[src/rtl/timer16_pkg.sv]
// Package: shared types and constants for the buffered 16-bit timer.
// Assumes a byte-wide register bus with a 2-bit address.
package timer16_pkg;
    localparam int CNT_W  = 16;
    localparam int BYTE_W = 8;
    localparam int ADDR_W = 2;

    typedef enum logic [1:0] {
        SRC_INSTR = 2'b00,
        SRC_SYS   = 2'b01,
        SRC_EXT   = 2'b10,
        SRC_NONE  = 2'b11
    } src_e;

    typedef struct packed {
        src_e       src;
        logic [1:0] ps;
        logic       osc_en;
        logic       nosync;
        logic       mode16;
        logic       run;
    } ctrl_t;

    localparam logic [ADDR_W-1:0] A_CTRL = 2'd0;
    localparam logic [ADDR_W-1:0] A_LO   = 2'd1;
    localparam logic [ADDR_W-1:0] A_HI   = 2'd2;
endpackage

[src/rtl/timer16_edge.sv]
// Module: timer16_edge
// Picks one of two external inputs and turns its rising edges into one-cycle
// pulses in the clk domain, either through a SYNC_STAGES-deep synchronizer
// or through a single sampling flop when bypass is set.
// Assumes: inputs may be asynchronous; bypass is only safe for clk-aligned inputs.
module timer16_edge #(
    parameter int SYNC_STAGES = 2
) (
    input  logic clk,
    input  logic rst_n,
    input  logic pin_a,
    input  logic pin_b,
    input  logic sel_b,
    input  logic bypass,
    output logic rise
);
    logic                   raw;
    logic [SYNC_STAGES-1:0] sreg;
    logic                   sdel;

    // Select the active external input.
    assign raw = sel_b ? pin_b : pin_a;

    generate
        if (SYNC_STAGES > 1) begin : g_chain
            // Shift the raw input through the synchronizer chain.
            always_ff @(posedge clk) begin
                if (!rst_n) sreg <= '0;
                else        sreg <= {sreg[SYNC_STAGES-2:0], raw};
            end
        end else begin : g_single
            // Single sampling stage.
            always_ff @(posedge clk) begin
                if (!rst_n) sreg <= '0;
                else        sreg <= raw;
            end
        end
    endgenerate

    // Delay the synchronized level for edge detection.
    always_ff @(posedge clk) begin
        if (!rst_n) sdel <= 1'b0;
        else        sdel <= sreg[SYNC_STAGES-1];
    end

    // Edge pulse: raw against its first sample, or synchronized against its delay.
    assign rise = bypass ? (raw & ~sreg[0]) : (sreg[SYNC_STAGES-1] & ~sdel);

    assert_single_rise_R3: assert property (@(posedge clk) disable iff (!rst_n)
        rise |=> (!rise || sel_b != $past(sel_b) || bypass != $past(bypass)));
endmodule

[src/rtl/timer16_tick.sv]
// Module: timer16_tick
// Chooses the raw count tick: clk/INSTR_DIV, every clk, external edge, or none.
// The clk/INSTR_DIV phase restarts on clr.
// Assumes: INSTR_DIV is a power of two.
module timer16_tick
    import timer16_pkg::*;
#(
    parameter int INSTR_DIV = 4
) (
    input  logic clk,
    input  logic rst_n,
    input  src_e src,
    input  logic ext_rise,
    input  logic clr,
    output logic tick
);
    localparam int DIV_W = $clog2(INSTR_DIV);

    logic [DIV_W-1:0] phase;

    // Free-running divider phase, restarted by clr.
    always_ff @(posedge clk) begin
        if (!rst_n || clr) phase <= '0;
        else               phase <= phase + 1'b1;
    end

    // Source multiplexer.
    always_comb begin
        unique case (src)
            SRC_INSTR: tick = &phase;
            SRC_SYS:   tick = 1'b1;
            SRC_EXT:   tick = ext_rise;
            default:   tick = 1'b0;
        endcase
    end

    assert_instr_period_R2: assert property (@(posedge clk) disable iff (!rst_n)
        (src == SRC_INSTR && tick && !clr) |=> !tick);
endmodule

[src/rtl/timer16_prescale.sv]
// Module: timer16_prescale
// Passes one advance per 2**ps source ticks while run is set.
// Assumes: clr restarts the division; ps changes take effect immediately.
module timer16_prescale #(
    parameter int PS_W = 2
) (
    input  logic            clk,
    input  logic            rst_n,
    input  logic            tick,
    input  logic            run,
    input  logic [PS_W-1:0] ps,
    input  logic            clr,
    output logic            adv
);
    localparam int PRE_W = (1 << PS_W) - 1;

    logic [PRE_W-1:0] pre_cnt;
    logic [PRE_W-1:0] mask;
    logic             full;
    logic             tick_en;

    // Decode the ratio into a mask of low counter bits.
    assign mask    = PRE_W'((1 << ps) - 1);
    assign full    = ((pre_cnt & mask) == mask);
    assign tick_en = tick && run;
    assign adv     = tick_en && full;

    // Division counter.
    always_ff @(posedge clk) begin
        if (!rst_n || clr)  pre_cnt <= '0;
        else if (tick_en)   pre_cnt <= full ? '0 : pre_cnt + 1'b1;
    end

    assert_ratio_one_R4: assert property (@(posedge clk) disable iff (!rst_n)
        (ps == '0 && tick && run) |-> adv);
    assert_stopped_R6: assert property (@(posedge clk) disable iff (!rst_n)
        (!run && !clr) |=> $stable(pre_cnt));
endmodule

[src/rtl/timer16_core.sv]
// Module: timer16_core
// The count register and its sticky overflow flag. Priority per edge:
// clear pulse, then load, then advance.
// Assumes: adv is a single-cycle enable from the prescaler.
module timer16_core #(
    parameter int W = 16
) (
    input  logic         clk,
    input  logic         rst_n,
    input  logic         adv,
    input  logic         evt,
    input  logic         ld_en,
    input  logic [W-1:0] ld_val,
    input  logic         ovf_clr,
    output logic [W-1:0] count,
    output logic         ovf_flag
);
    logic wrap;

    assign wrap = adv && !evt && !ld_en && (&count);

    // Count register.
    always_ff @(posedge clk) begin
        if (!rst_n || evt) count <= '0;
        else if (ld_en)    count <= ld_val;
        else if (adv)      count <= count + 1'b1;
    end

    // Sticky overflow flag; a new wrap wins over a clear.
    always_ff @(posedge clk) begin
        if (!rst_n)       ovf_flag <= 1'b0;
        else if (wrap)    ovf_flag <= 1'b1;
        else if (ovf_clr) ovf_flag <= 1'b0;
    end

    assert_evt_zero_R8: assert property (@(posedge clk) disable iff (!rst_n)
        evt |=> (count == '0));
    assert_hold_R6: assert property (@(posedge clk) disable iff (!rst_n)
        (!adv && !evt && !ld_en) |=> $stable(count));
    assert_ovf_wrap_R7: assert property (@(posedge clk) disable iff (!rst_n)
        $rose(ovf_flag) |-> ($past(count) == '1));
    assert_ovf_sticky_R7: assert property (@(posedge clk) disable iff (!rst_n)
        (ovf_flag && !ovf_clr) |=> ovf_flag);
endmodule

[src/rtl/timer16_unit.sv]
// Module: timer16_unit (top)
// Byte-wide register front end of the 16-bit timer: control byte, count bytes,
// high-byte holding register for buffered access, and source wiring.
// Assumes: one bus access per cycle; read data is combinational from bus_addr.
module timer16_unit
    import timer16_pkg::*;
#(
    parameter int SYNC_STAGES = 2,
    parameter int INSTR_DIV   = 4,
    parameter int PS_W        = 2
) (
    input  logic              clk,
    input  logic              rst_n,
    input  logic              bus_wr,
    input  logic              bus_rd,
    input  logic [ADDR_W-1:0] bus_addr,
    input  logic [BYTE_W-1:0] bus_wdata,
    output logic [BYTE_W-1:0] bus_rdata,
    input  logic              ext_pin,
    input  logic              osc_in,
    input  logic              evt_reset,
    input  logic              ovf_clr,
    output logic              ovf_flag
);
    ctrl_t             ctrl;
    logic [BYTE_W-1:0] hbuf;
    logic [CNT_W-1:0]  count;
    logic [CNT_W-1:0]  ld_val;
    logic              wr_ctrl, wr_lo, wr_hi, rd_lo;
    logic              ld_en, div_clr;
    logic              ext_rise, tick, adv;

    assign wr_ctrl = bus_wr && (bus_addr == A_CTRL);
    assign wr_lo   = bus_wr && (bus_addr == A_LO);
    assign wr_hi   = bus_wr && (bus_addr == A_HI);
    assign rd_lo   = bus_rd && (bus_addr == A_LO);

    // Control register.
    always_ff @(posedge clk) begin
        if (!rst_n)       ctrl <= '0;
        else if (wr_ctrl) ctrl <= ctrl_t'(bus_wdata);
    end

    // High-byte holding register for buffered access.
    always_ff @(posedge clk) begin
        if (!rst_n)                    hbuf <= '0;
        else if (ctrl.mode16 && wr_hi) hbuf <= bus_wdata;
        else if (ctrl.mode16 && rd_lo) hbuf <= count[CNT_W-1:BYTE_W];
    end

    // Load request and value for the count register.
    always_comb begin
        ld_en  = wr_lo || (wr_hi && !ctrl.mode16);
        ld_val = count;
        if (wr_lo && ctrl.mode16)  ld_val = {hbuf, bus_wdata};
        else if (wr_lo)            ld_val = {count[CNT_W-1:BYTE_W], bus_wdata};
        else if (wr_hi)            ld_val = {bus_wdata, count[BYTE_W-1:0]};
    end

    assign div_clr = ld_en || evt_reset;

    // Read multiplexer.
    always_comb begin
        unique case (bus_addr)
            A_CTRL:  bus_rdata = ctrl;
            A_LO:    bus_rdata = count[BYTE_W-1:0];
            A_HI:    bus_rdata = ctrl.mode16 ? hbuf : count[CNT_W-1:BYTE_W];
            default: bus_rdata = '0;
        endcase
    end

    timer16_edge #(.SYNC_STAGES(SYNC_STAGES)) u_edge (
        .clk    (clk),
        .rst_n  (rst_n),
        .pin_a  (ext_pin),
        .pin_b  (osc_in),
        .sel_b  (ctrl.osc_en),
        .bypass (ctrl.nosync),
        .rise   (ext_rise)
    );

    timer16_tick #(.INSTR_DIV(INSTR_DIV)) u_tick (
        .clk      (clk),
        .rst_n    (rst_n),
        .src      (ctrl.src),
        .ext_rise (ext_rise),
        .clr      (div_clr),
        .tick     (tick)
    );

    timer16_prescale #(.PS_W(PS_W)) u_pre (
        .clk   (clk),
        .rst_n (rst_n),
        .tick  (tick),
        .run   (ctrl.run),
        .ps    (ctrl.ps),
        .clr   (div_clr),
        .adv   (adv)
    );

    timer16_core #(.W(CNT_W)) u_core (
        .clk      (clk),
        .rst_n    (rst_n),
        .adv      (adv),
        .evt      (evt_reset),
        .ld_en    (ld_en),
        .ld_val   (ld_val),
        .ovf_clr  (ovf_clr),
        .count    (count),
        .ovf_flag (ovf_flag)
    );

    assert_snap_R10: assert property (@(posedge clk) disable iff (!rst_n)
        (ctrl.mode16 && rd_lo && !bus_wr) |=> (hbuf == $past(count[CNT_W-1:BYTE_W])));
    assert_commit_R11: assert property (@(posedge clk) disable iff (!rst_n)
        (ctrl.mode16 && wr_lo && !evt_reset) |=> (count == {$past(hbuf), $past(bus_wdata)}));
    assert_hi_only_buf_R11: assert property (@(posedge clk) disable iff (!rst_n)
        (ctrl.mode16 && wr_hi && !evt_reset && !adv) |=> $stable(count));
endmodule

[config.mk]
export PLATFORM = sky130hd
export DESIGN_NAME = timer16_unit
export DESIGN_NICKNAME = d
export VERILOG_FILES = /design/src/rtl/timer16_pkg.sv /design/src/rtl/timer16_edge.sv /design/src/rtl/timer16_tick.sv /design/src/rtl/timer16_prescale.sv /design/src/rtl/timer16_core.sv /design/src/rtl/timer16_unit.sv
export SDC_FILE = /design/constraint.sdc
export NUM_CORES = 1
export LEC_CHECK = 0
export BUFFER_PORTS_ARGS = -buffer_cell sky130_fd_sc_hd__buf_4
export CAP_MARGIN = 20
export CORE_MARGIN = 8
export CORE_UTILIZATION = 53
export DETAILED_ROUTE_END_ITERATION = 16
export HOLD_SLACK_MARGIN = 0.1
export PLACE_DENSITY = 0.82
export SLEW_MARGIN = 20
export SYNTH_ARGS = -nofsm -noshare
export SYNTH_HDL_FRONTEND = slang
export SYNTH_SLANG_ARGS = --single-unit
[constraint.sdc]
create_clock -name clk -period 2 [get_ports clk]
set_clock_uncertainty 0.05 [all_clocks]
set_input_delay 0.1 -clock clk [delete_from_list [all_inputs] [get_ports clk]]
set_output_delay 0.1 -clock clk [all_outputs]
set_load 0.01 [all_outputs]
=== After elaboration in Yosys (flattened, before gate mapping) ===
Index checks and enable logic that the tools add are counted.
W data, S select, Z words.

* Output and inout port bits: 9
* Memory bits (read-only): 0
* Logic and storage cells: 77
* Flip-flop bits (word level): 41
* Input port bits: 18
* RAM bits: 0
* Memories kept: 0
* Bits in latches: 0

* Eq/ne operators: 8
* Reduce and logical (&&, ||, !) cells: 30
* Div/mod/pow operators: 0
* $add $sub $neg: 4
* Bitwise operators: 5
* Multiply operators: 0
* Shift operators: 1
* Multiplexer cells: 15
* Magnitude comparators: 0

{| class="wikitable"
|+ Operator list
! kind !! number
|-
| $mux W16 || 5
|-
| $mux W8 || 3
|-
| $pmux W8 S3 || 1
|-
| $add A16 B1 Y16 const B || 1
|-
| $reduce_and A16 Y1 || 1
|-
| $logic_and A1 B1 Y1 || 13
|-
| $ne A3 B2 Y1 const B || 3
|-
| $reduce_bool A2 Y1 || 3
|-
| $eq A2 B1 Y1 const B || 2
|-
| $eq A2 B2 Y1 const B || 2
|-
| $logic_not A1 Y1 || 4
|-
| $logic_not A2 Y1 || 2
|-
| $logic_or A1 B1 Y1 || 4
|-
| $mux W1 || 4
|-
| $reduce_and A2 Y1 || 2
|-
| $add A3 B1 Y3 const B || 1
|-
| $and A3 B3 Y3 || 1
|-
| $eq A3 B3 Y1 || 1
|-
| $mux W3 || 1
|-
| $pmux W1 S3 || 1
|-
| $reduce_and A3 Y1 || 1
|-
| $shl A1 B2 Y3 const A || 1
|-
| $sub A3 B2 Y3 const B || 1
|-
| $add A2 B1 Y2 const B || 1
|-
| 2 further kinds || 4
|}

=== Longest topological paths before layout ===
Gate-level depths: netlist of the first run.

* Depth after elaboration: 10
* Mapped depth: 9
* Depth with buffers taken out: 6

=== Modules after synthesis ===
Synthesis of the first run repeated with hierarchy kept, for this count alone.

* Cell total of the unflattened synthesis: 295
* Area total of the unflattened synthesis: 2,549.9 um^2

{| class="wikitable"
|+ Modules (own cells, without submodules)
! module !! cells an instance !! sequential area each (um^2) !! times used !! area an instance (um^2)
|-
| timer16_unit || 149 || 320.3 || 1 || 1,261.2
|-
| timer16_core || 106 || 340.3 || 1 || 907.1
|-
| timer16_prescale || 22 || 60.1 || 1 || 173.9
|-
| timer16_edge || 10 || 60.1 || 1 || 115.1
|-
| timer16_tick || 8 || 40.0 || 1 || 92.6
|}

=== Worst setup path after synthesis of the first run ===
No wires, ideal clock.

* Path type: register -> register
* Start: register ctrl[2] (netlist name)
* End: register u_core.count[8]
* Arrival: 1.743 ns
* Required time: 1.834 ns
* Setup slack: 0.091 ns
* Stages on the path, launching flop included: 6
* Path buffers: 0
* Period minus slack after synthesis: 1.909 ns
* Library setup time: 0.116 ns
* Path through: dfxtp_1 > or4b_1 > o211ai_2 > a41oi_2 > o311a_1 > a31o_1

* Word-level cells in the longest chain between the ends: 6

{| class="wikitable"
|+ RTL lines
! element !! RTL line !! source
|-
| from (decl) || timer16_unit.sv:25 || <nowiki>ctrl_t ctrl;</nowiki>
|-
| from (signal assigned) || timer16_unit.sv:41 || <nowiki>else if (wr_ctrl) ctrl <= ctrl_t'(bus_wdata);</nowiki>
|-
| $mux W1 || timer16_edge.sv:47 || <nowiki>assign rise = bypass ? (raw & ~sreg[0]) : (sreg[SYNC_STAGES-1] & ~sdel);</nowiki>
|-
| $pmux W1 S3 || timer16_tick.sv:29 || <nowiki>unique case (src)</nowiki>
|-
| $logic_and A1 B1 Y1 || timer16_prescale.sv:25 || <nowiki>assign tick_en = tick && run;</nowiki>
|-
| $logic_and A1 B1 Y1 || timer16_prescale.sv:26 || <nowiki>assign adv = tick_en && full;</nowiki>
|-
| $reduce_bool A2 Y1 (no source line) || - ||
|-
| $reduce_and A3 Y1 (no source line) || - ||
|-
| to (signal assigned) || timer16_core.sv:25 || <nowiki>else if (ld_en) count <= ld_val;</nowiki>
|-
| to (signal assigned) || timer16_core.sv:26 || <nowiki>else if (adv) count <= count + 1'b1;</nowiki>
|-
| to (decl) || timer16_core.sv:15 || <nowiki>output logic [W-1:0] count,</nowiki>
|}

No other way between the ends.
A chain may end at the register's enable or synchronous reset.

=== Worst setup path after layout of the first run ===
* Start: register ctrl[2] (netlist name)
* End: register u_pre.pre_cnt[2]

* Word-level cells in the longest chain between the ends: 3

{| class="wikitable"
|+ RTL lines
! element !! RTL line !! source
|-
| $mux W1 || timer16_edge.sv:47 ||
|-
| $pmux W1 S3 || timer16_tick.sv:29 ||
|-
| $logic_and A1 B1 Y1 || timer16_prescale.sv:25 ||
|-
| to (signal assigned) || timer16_prescale.sv:31 || <nowiki>else if (tick_en) pre_cnt <= full ? '0 : pre_cnt + 1'b1;</nowiki>
|-
| to (decl) || timer16_prescale.sv:17 || <nowiki>logic [PRE_W-1:0] pre_cnt;</nowiki>
|}

No other way between the ends.

==> impl_metrics.json, run 1 <==
{
  "status": "finished, violations left",
  "failed_checks": "setup timing",
  "arrival_ns": 2.20,
  "die_w_um": 85.2,
  "highest_layer": "met4",
  "postSynthAreaPerCell_sq_um": 8.15,
  "cts.sink_count": 41,
  "cts.reportedPaths.clkPinSlew_ns": 0.09,
  "wl_met1_um": 3240,
  "synth_seq_area_share": 0.324,
  "slew_viol_final": 0,
  "io-pin-count": 27,
  "synth-edff-count": 0,
  "cts-root-buf": "clkbuf_8",
  "worstMarginPinSlew_ns": 0.686,
  "critPathLaunchType": "register",
  "power.share.sequential": 0.501,
  "post-route-min-period_ns": 2.02,
  "final_core_util": 0.684,
  "clk_latency_ns": 0.31,
  "holdCritPathClass": "in2reg",
  "drt-total-wl_um": 8020,
  "grt_pass1_wl_um": 12900,
  "power.leakage_nw": 1.18,
  "vias": 2776,
  "track_usage": 0.220,
  "area_growth_pct": 25.8,
  "dpl.hpwl_um": 5600,
  "setup_viol": 1,
  "grt_pass1_vias": 2585,
  "fmax_mhz": 495,
  "wl_per_cell_um": 19.3,
  "die-area_sq_um": 7250,
  "vias_per_cell": 6.69,
  "start_util": 0.544,
  "num_rows": 25,
  "syn_area_sq_um": 2530,
  "ir_drop_v": 0.000334,
  "first_pass_iters": 6,
  "finalCritPeriodShare": 1.01,
  "met2_length_um": 3650,
  "drc": 0,
  "synthArstFlopShare": 0,
  "setup_ws_ns": -0.0214,
  "intPower_w": 0.00120,
  "ant_nets": 0,
  "hold_violations": 0,
  "drtIter0Drc": 424,
  "syn-instance-count": 311,
  "ys_ff_latch": 41,
  "clockPowerShare": 0.331,
  "dominantRegCellSynth": "dfxtp_1",
  "yosys_warnings": 0,
  "hold_depth": 4,
  "worstSetupEndpointType": "register",
  "core_area_sq_um": 4660,
  "p_per_area_nw_per_um2": 528,
  "cts_buffers": 5,
  "drv_cap": 0,
  "slew_headroom": 0.541,
  "p_sw_frac": 0.290,
  "port_buffers": 26,
  "grt_max_degree": 24,
  "gp_congestion": 0.913,
  "synthesis.nets": 332,
  "synth_cell_types": 58,
  "place_ws_ns": -0.0507,
  "cts_tree": "yes",
  "grt_overflow_total": 0,
  "ff2ff_path_depth": 5,
  "cp.required_ns": 2.18,
  "fin_nets": 381,
  "power_frac_comb": 0.168,
  "antenna_found_initial": 0,
  "antenna_cells": 0,
  "met3WireLength_um": 907,
  "drive_above_1_share": 0.219,
  "rsz0062_at_grt": "true",
  "crit_fanout": 6,
  "dieHeight_um": 85.2,
  "htreeDepth": 2,
  "switchingPower_w": 0.000488,
  "fillCellCount": 345,
  "clock_path_buffers": 2,
  "critPathKind": "reg2reg"
}
==> cells by family after synthesis <==
group | after synthesis | synth area share
AO/OA/AOI/OAI | 100 | 0.286
buffers and inverters | 30 | 0.0494
flip-flops | 41 | 0.324
adder cells (fa/ha/maj) | 3 | 0.0148
multiplexers | 23 | 0.0908
AND/OR/NAND/NOR | 112 | 0.229
XOR/XNOR | 2 | 0.00691
==> power groups by stage <==
stage | clock network (W) | registers [W] | logic (W)
global route | 0.000595 | 0.000846 | 0.000302
finish | 0.000557 | 0.000843 | 0.000283
global placement | 0 | 0.000860 | 0.000239
CTS | 0.000553 | 0.000842 | 0.000266
detailed placement | 0 | 0.000861 | 0.000241
floorplan | 0 | 0.000859 | 0.000145
==> metrics by stage <==
step	area, sq um	TNS, ns	hold slack, ns	power [W]	std cells
floorplan	2530	0	0.177	0.00100	311
global placement	2880	-0.00172	0.316	0.00110	393
detailed placement	2880	-0.0751	0.332	0.00110	393
CTS	3110	-0.0191	0.139	0.00166	414
global route	3190	-0.378	0.170	0.00174	415
finish	3190	-0.0214	0.157	0.00168	415
==> Yosys cell counts, drive strengths merged, types with 2 or more instances <==
cell / instances / area share
o21a: 5 / 0.015
o22ai: 10 / 0.025
a22oi: 7 / 0.021
a311oi: 6 / 0.021
xnor2: 2 / 0.0069
o31a: 3 / 0.011
o2111ai: 2 / 0.0069
buf: 11 / 0.021
ha: 3 / 0.015
nand3b: 3 / 0.0089
nor4: 5 / 0.012
or4b: 2 / 0.0079
nand4: 3 / 0.0099
o211ai: 2 / 0.0079
inv: 7 / 0.010
a31oi: 5 / 0.012
a31o: 7 / 0.024
a211oi: 4 / 0.012
nor2b: 6 / 0.015
mux2i: 23 / 0.091
and3: 9 / 0.022
o311ai: 4 / 0.014
nand2b: 9 / 0.022
nand2: 32 / 0.047
nor3: 3 / 0.0059
clkbuf: 11 / 0.016
nand3: 10 / 0.020
dfxtp: 41 / 0.32
and2: 4 / 0.0099
o31ai: 6 / 0.018
o21ai: 11 / 0.023
a21oi: 18 / 0.036
nor2: 21 / 0.031
==> metal layers <==
layer	track usage	vias up
li1	-	1272
met1	0.277	1276
met2	0.342	202
met3	0.0598	26
met4	0.0939	0
met5	0	-
==> worst max-delay path, cell delays in order (launching register included) <==
cell      delay, ns
dfxtp_2        0.34
or3b_4         0.39
o211ai_4       0.34
nand2_2        0.11
or4b_1         0.51
a21oi_1        0.19
==> cell type report <==
| cell class | count | area, sq um | share of cell area |
|---|---|---|---|
| multi-input cells | 240 | 1660 | 0.522 |
| flip-flops and latches | 41 | 825 | 0.259 |
| repair buffers | 64 | 517 | 0.162 |
| clock buffers | 5 | 68.8 | 0.0216 |
| well taps | 54 | 67.6 | 0.0212 |
| inverters | 8 | 30.0 | 0.00942 |
| clock inverters | 3 | 17.5 | 0.00549 |
==> cell usage in the layout, fill, tap and decap left out, types with 7 or more instances in the layout <==
cell,synthesis,final
buf_4,1,50
dfxtp_1,41,38
nand2_1,32,31
mux2i_1,23,22
nor2_1,21,21
a21oi_1,18,17
dlygate4sd3_1,0,13
o22ai_1,10,10
nand3_1,10,10
o21ai_0,9,9
and3_1,9,9
nand2b_1,9,8
a22oi_1,7,7
inv_1,7,7
==> path summary, 6_finish.rpt <==
check	startpoint	end	slack, ns
worst min-delay path	evt_reset	u_core.ovf_flag$_SDFFE_PN0P_	0.16
worst max register to register	ctrl[2]$_SDFFE_PN0P_	u_pre.pre_cnt[2]$_SDFFE_PP0N_	-0.02
worst min register to register	u_tick.phase[0]$_SDFF_PP0_	u_tick.phase[0]$_SDFF_PP0_	0.37
worst max-delay path	ctrl[2]$_SDFFE_PN0P_	u_pre.pre_cnt[2]$_SDFFE_PP0N_	-0.02
==> state kept, by name, summed over array words and instances (netlist names) <==
name / cells
u_core.ovf_flag: 1
hbuf: 8
u_core.count: 16
u_edge.sreg: 2
u_edge.sdel: 1
ctrl: 8
u_pre.pre_cnt: 3
u_tick.phase: 2
==> what timing repair did <==
| item | 4_1_cts | 5_1_grt |
|---|---|---|
| hold buffers | 13 | 0 |
| buffers inserted | 0 | 1 |
| hold endpoints to repair | 21 | 0 |
| setup endpoints to repair | 2 | 15 |
| pin swaps | 0 | 12 |
| resized for setup | 3 | 17 |
Note: power is estimated with default switching activity, not from simulation.
==> run 2: changes to the inputs <==
- SYNTH_HIERARCHICAL: unset -> 1
==> run 2 against run 1 <==
Effect of this change:
- the run still ends with setup timing left
- core utilization is 0.99 points lower
- sequential cell count is the same
- sequential power is 2% higher
- synthesized cell count decreased by 5.1%
- synthesized area increased by 0.59%
- cell count is 3.6% lower
- worst setup slack got worse by 0.31 ns
- sequential share of layout area grew 0.13 points
- critical path type unchanged
==> impl_metrics.json, run 2 <==
{
  "drive_above_1_share": 0.251,
  "crit_fanout": 3,
  "holdCritPathClass": "in2reg",
  "crit_chain": "mux2i_1 -> o32ai_2 -> nand2b_4 -> a21oi_4 -> nand2_2 -> nor2_4 -> and4_4 -> nand3_2 -> or4_4 -> a31oi_2",
  "cts-root-buf": "clkbuf_8",
  "crit_family": "simple AND/OR/NAND/NOR gates",
  "port_buffers": 26,
  "setup_ws_ns": -0.332,
  "cts.sink_count": 41,
  "crit_slowest_cell": "or4_4",
  "place_ws_ns": -0.289,
  "p_per_area_nw_per_um2": 531,
  "drv_cap": 0,
  "clock_path_buffers": 2,
  "cp.buffers_inverters": 0,
  "antenna_cells": 0,
  "cts_buffers": 5,
  "post-route-min-period_ns": 2.33,
  "wl_per_cell_um": 19.2,
  "slowest_delay_ns": 0.51,
  "area_growth_pct": 24.1,
  "ir_drop_v": 0.000464,
  "largest-register": "u_core/count",
  "num_rows": 25,
  "track_usage": 0.212,
  "hold_depth": 4,
  "reg_top3": "u_core/count x16, ctrl x8, hbuf x8",
  "final_cells": 400,
  "hold_path_end": "hbuf[1]$_SDFFE_PN0P_",
  "slew_headroom": 0.483,
  "vias_per_cell": 6.37,
  "htreeDepth": 2,
  "ant_nets": 0,
  "drc": 0,
  "io-pin-count": 27,
  "syn-instance-count": 295,
  "postSynthAreaPerCell_sq_um": 8.64,
  "core_area_sq_um": 4690,
  "synth_area_leaders": "dfxtp_1, mux2i_1, a21oi_1",
  "cts.reportedPaths.clkPinSlew_ns": 0.10,
  "placed_cells": 377,
  "first_pass_iters": 5,
  "hold_start": "rst_n",
  "start_util": 0.543,
  "ys_ff_latch": 41,
  "power.share.sequential": 0.513,
  "failed_checks": "setup timing",
  "vias": 2549,
  "syn_area_sq_um": 2550,
  "slew_viol_final": 0,
  "grt_overflow_total": 0,
  "cts_tree": "yes",
  "hold_violations": 0,
  "worstMarginPinSlew_ns": 0.774,
  "final_cell_mix": "buf_4, dfxtp_1, mux2i_1, nand2_1, a21oi_1",
  "drt-total-wl_um": 7660,
  "synth_seq_area_share": 0.322,
  "rsz0062_at_grt": "true",
  "ff2ff_path_depth": 10,
  "synth_top_area_share": 0.322,
  "power.leakage_nw": 1.26,
  "switchingPower_w": 0.000470,
  "synth_cell_types": 48,
  "cp.required_ns": 2.16,
  "power_frac_comb": 0.156,
  "yosys_warnings": 6,
  "die_w_um": 85.4,
  "clk_latency_ns": 0.31,
  "synth.largest_area_cell": "dfxtp_1",
  "grt_pass1_vias": 2425,
  "final_common_cell": "buf_4",
  "worst_hold_slack_ns": 0.242,
  "critPathKind": "reg2reg",
  "grt_max_degree": 25,
  "synth.most_common_cell": "dfxtp_1",
  "synth-edff-count": 0,
  "finalCritPeriodShare": 1.17,
  "die-area_sq_um": 7290,
  "rrSetupSlack_ns": -0.33,
  "power_w": 0.00168,
  "synthesis.nets": 316,
  "fin_nets": 366,
  "antenna_found_initial": 0,
  "p_sw_frac": 0.280,
  "status": "finished, violations left",
  "intPower_w": 0.00121,
  "worstReg2RegStart": "ctrl[3]$_SDFFE_PN0P_",
  "fillCellCount": 353,
  "synth_common_cells": "dfxtp_1, mux2i_1, nand2_1, a21oi_1, nor2_1",
  "dpl.hpwl_um": 5040,
  "clockPowerShare": 0.331,
  "dominantRegCellSynth": "dfxtp_1",
  "largest_reg_flops": 16,
  "r2r_end": "u_core/count[13]$_SDFFE_PP0P_",
  "arrival_ns": 2.49,
  "dieHeight_um": 85.4,
  "drtIter0Drc": 330,
  "worstSetupEndpointType": "register",
  "grt_pass1_wl_um": 12200,
  "synthArstFlopShare": 0,
  "setup_viol": 14,
  "gp_congestion": 0.931,
  "fmax_mhz": 429,
  "critPathLaunchType": "register"
}
[run 2: how the worst max path moves through the flow]
stage,startpoint,to,slack (ns),cells after the start
2_1_floorplan,ctrl[3]$_SDFFE_PN0P_,u_core/count[13]$_SDFFE_PP0P_,-0.30,10
3_5_place_dp,ctrl[3]$_SDFFE_PN0P_,u_core/count[15]$_SDFFE_PP0P_,-0.29,11
6_report,ctrl[3]$_SDFFE_PN0P_,u_core/count[13]$_SDFFE_PP0P_,-0.33,10
5_1_grt,ctrl[3]$_SDFFE_PN0P_,u_core/count[15]$_SDFFE_PP0P_,-0.41,11
4_1_cts,ctrl[3]$_SDFFE_PN0P_,u_core/count[13]$_SDFFE_PP0P_,-0.26,10
3_3_place_gp,ctrl[3]$_SDFFE_PN0P_,u_core/count[13]$_SDFFE_PP0P_,-0.23,10
[run 2: cell families after synthesis]
| kind of cell | share of synthesized area |
|---|---|
| buf+inv | 0.0496 |
| fa+ha+maj | 0.0147 |
| simple gates | 0.230 |
| xor+xnor | 0.0378 |
| flops | 0.322 |
| mux | 0.169 |
| compound gates | 0.178 |
[run 2: metrics by stage]
stage	instance area (sq um)	util	TNS (ns)
finish	3160	0.674	-1.77
global route	3160	0.674	-3.40
CTS	3130	0.668	-1.09
detailed placement	2890	0.615	-1.46
global placement	2890	0.615	-1.05
floorplan	2570	-	-0.843
[run 2: timing repair]
item	CTS	global route
pin swaps	5	6
endpoints found under the hold margin	18	0
buffers inserted	3	1
hold buffers	11	0
setup endpoints to repair	14	18
resized for setup	5	5
[run 2: power by group through the flow]
stage / Sequential (W) / Clock [W] / Combinational (W)
6_report: 0.000861 / 0.000556 / 0.000262
3_5_place_dp: 0.000878 / 0 / 0.000227
5_1_grt: 0.000863 / 0.000594 / 0.000279
2_1_floorplan: 0.000874 / 0 / 0.000142
4_1_cts: 0.000859 / 0.000559 / 0.000250
3_3_place_gp: 0.000877 / 0 / 0.000222
[run 2: final cells by class]
cell class,instances,area [sq um],share of cell area
multi-input cells,229,1660,0.525
well taps,54,67.6,0.0214
clock buffers,6,72.6,0.0229
flip-flops and latches,41,822,0.260
repair buffers,62,504,0.159
clock inverters,2,15.0,0.00474
inverters,6,22.5,0.00712
[run 2: worst register-to-register path, cell delays in order, from the launching register on]
cell and delay, ns:
dfxtp_2 0.34, mux2i_1 0.15, o32ai_2 0.28, nand2b_4 0.09, a21oi_4 0.15, nand2_2 0.09
nor2_4 0.11, and4_4 0.22, nand3_2 0.08, or4_4 0.51, a31oi_2 0.18
[run 2: routing by layer]
metal  part of all wire  track usage
met5                  0            0
met4              0.052        0.124
met3              0.078       0.0415
met2               0.47        0.353
met1               0.40        0.248
==> run 3: changes to the inputs <==
- CORE_UTILIZATION: 53 -> 55
- CTS_BUF_LIST: unset -> sky130_fd_sc_hd__clkbuf_4
- PLACE_DENSITY: 0.82 -> 0.84
==> run 3 against run 2 <==
Effect of this change:
- the flow still finishes with violations (setup timing)
- maximum frequency is 1.5% higher
- design area is 3.0% higher
- die area is 3.0% lower
- core utilization is 6.4 points higher
==> impl_metrics.json, run 3 (synthesis gave the netlist of run 2 again) <==
{
  "status": "finished, violations left",
  "failed_checks": "setup timing",
  "setup_tns_ns": -3.12,
  "antenna_cells": 0,
  "dieHeight_um": 84.1,
  "reg_top3": "u_core/count x16, ctrl x8, hbuf x8",
  "cts_tree": "yes",
  "power.leakage_nw": 1.32,
  "slew_viol_final": 0,
  "cp.required_ns": 2.26,
  "largest_reg_flops": 16,
  "wl_met1_um": 3150,
  "vias_per_cell": 6.34,
  "final_common_cell": "buf_4",
  "highest_layer": "met4",
  "fillCellCount": 292,
  "final_cell_mix": "buf_4, dfxtp_1, mux2i_1, a21oi_1, nand2_1",
  "power.share.sequential": 0.514,
  "clk_latency_ns": 0.38,
  "rsz0062_at_grt": "true",
  "port_buffers": 26,
  "die-area_sq_um": 7070,
  "worstSetupEndpointType": "register",
  "ant_nets": 0,
  "core_area_sq_um": 4410,
  "drv_cap": 0,
  "drt-total-wl_um": 7930,
  "cts.sink_count": 41,
  "drc": 0,
  "p_per_area_nw_per_um2": 517,
  "intPower_w": 0.00123,
  "io-pin-count": 27,
  "cts-root-buf": "clkbuf_4",
  "ir_drop_v": 0.000423,
  "met3WireLength_um": 640,
  "critPathLaunchType": "register",
  "drtIter0Drc": 278,
  "r2r_end": "u_core/count[14]$_SDFFE_PP0P_",
  "switchingPower_w": 0.000458,
  "fin_nets": 375,
  "crit_fanout": 5,
  "dpl.hpwl_um": 5060,
  "placed_area_sq_um": 2870,
  "antenna_found_initial": 0,
  "stdcell_area_sq_um": 3260,
  "worstReg2RegStart": "ctrl[3]$_SDFFE_PN0P_",
  "finalCritPeriodShare": 1.15,
  "final_cells": 407,
  "start_util": 0.578,
  "placed_cells": 373,
  "area_growth_pct": 27.8,
  "drive_above_1_share": 0.254,
  "htreeDepth": 2,
  "crit_family": "simple AND/OR/NAND/NOR gates",
  "ff2ff_path_depth": 10,
  "grt_pass1_vias": 2497,
  "fmax_mhz": 435,
  "worstMarginPinSlew_ns": 0.685,
  "rrSetupSlack_ns": -0.30,
  "wl_per_cell_um": 19.5,
  "cts_buffers": 5,
  "cp.buffers_inverters": 0,
  "num_rows": 24,
  "die_w_um": 84.1,
  "hold_path_end": "u_core/count[0]$_SDFFE_PP0P_",
  "critPathKind": "reg2reg",
  "grt_max_degree": 26,
  "holdCritPathClass": "in2reg",
  "slowest_delay_ns": 0.42,
  "first_pass_iters": 5,
  "power_frac_comb": 0.156,
  "hold_start": "bus_wr",
  "vias": 2580,
  "crit_chain": "mux2i_2 -> o32ai_2 -> nand2b_4 -> a21oi_4 -> nand2_2 -> nor2_4 -> and3_4 -> nand3_4 -> or4_1 -> a31oi_1",
  "slew_headroom": 0.542,
  "hold_depth": 4,
  "grt_pass1_wl_um": 12200,
  "setup_viol": 17,
  "clock_path_buffers": 2,
  "multi_input_area_sq_um": 1660,
  "largest-register": "u_core/count",
  "crit_slowest_cell": "or4_1",
  "setup_ws_ns": -0.298,
  "track_usage": 0.210,
  "p_sw_frac": 0.272,
  "grt_overflow_total": 0,
  "post-route-min-period_ns": 2.30,
  "clockPowerShare": 0.331,
  "met2_length_um": 3810,
  "arrival_ns": 2.56,
  "cts.reportedPaths.clkPinSlew_ns": 0.13,
  "hold_violations": 0,
  "gp_congestion": 0.916,
  "seq_area_sq_um": 822
}
==> run 3: cell count changes in the layout (fill, tap and decap cells not counted), moves of 4 or more <==
cell | before | now
buf_4 | 48 | 43
buf_6 | 3 | 7
clkbuf_4 | 0 | 6
clkbuf_8 | 5 | 0
dlygate4sd3_1 | 11 | 20
==> run 3: metal layers <==
metal / GRT usage / vias to the layer above
met3: 0.0527 / 41
li1: - / 1195
met1: 0.244 / 1212
met4: 0.118 / 0
met2: 0.341 / 132
met5: 0 / -
==> run 3: area by class of cell <==
class | count | area share
Multi-Input combinational cell | 229 | 0.510
Clock buffer | 5 | 0.0115
Timing Repair Buffer | 71 | 0.187
Clock inverter | 3 | 0.0127
Sequential cell | 41 | 0.252
Inverter | 6 | 0.00691
Tap cell | 52 | 0.0200
==> run 3: worst reg2reg max path, cell delays in order (launching register included) <==
cell and delay, ns:
dfxtp_2 0.35, mux2i_2 0.15, o32ai_2 0.30, nand2b_4 0.09
a21oi_4 0.17, nand2_2 0.09, nor2_4 0.15, and3_4 0.23
nand3_4 0.10, or4_1 0.42, a31oi_1 0.15
==> run 3: worst max path at each step <==
stage	cells after the start	start	slack, ns	end
after floorplan	10	ctrl[3]$_SDFFE_PN0P_	-0.30	u_core/count[13]$_SDFFE_PP0P_
after global placement	10	ctrl[3]$_SDFFE_PN0P_	-0.24	u_core/count[13]$_SDFFE_PP0P_
after detailed placement	10	ctrl[3]$_SDFFE_PN0P_	-0.31	u_core/count[13]$_SDFFE_PP0P_
after CTS	11	ctrl[3]$_SDFFE_PN0P_	-0.27	u_core/count[15]$_SDFFE_PP0P_
after global routing	11	ctrl[3]$_SDFFE_PN0P_	-0.42	u_core/count[15]$_SDFFE_PP0P_
final	10	ctrl[3]$_SDFFE_PN0P_	-0.30	u_core/count[14]$_SDFFE_PP0P_
==> run 3: power groups by stage <==
| stage | registers, W | clock network, W | logic (W) |
|---|---|---|---|
| floorplan | 0.000874 | 0 | 0.000142 |
| CTS | 0.000863 | 0.000561 | 0.000249 |
| global route | 0.000868 | 0.000605 | 0.000278 |
| finish | 0.000865 | 0.000557 | 0.000262 |
| global placement | 0.000880 | 0 | 0.000215 |
| detailed placement | 0.000881 | 0 | 0.000219 |
==> run 3: metrics by stage <==
| step | setup slack (ns) | utilization | power (W) | hold WS, ns |
|---|---|---|---|---|
| 3_3_place_gp | -0.244 | 0.650 | 0.00110 | 0.352 |
| 2_1_floorplan | -0.297 | - | 0.00102 | 0.172 |
| 4_1_cts | -0.266 | 0.721 | 0.00167 | 0.315 |
| 5_1_grt | -0.416 | 0.738 | 0.00175 | 0.249 |
| 6_report | -0.298 | 0.738 | 0.00168 | 0.259 |
| 3_5_place_dp | -0.313 | 0.650 | 0.00110 | 0.356 |
==> run 3: what timing repair did <==
action	4_1_cts	5_1_grt
endpoints found under the setup margin	15	25
pin swaps	15	9
buffers inserted	2	4
hold buffers	20	0
gates cloned	0	1
resized for setup	4	15
hold endpoints to repair	27	0
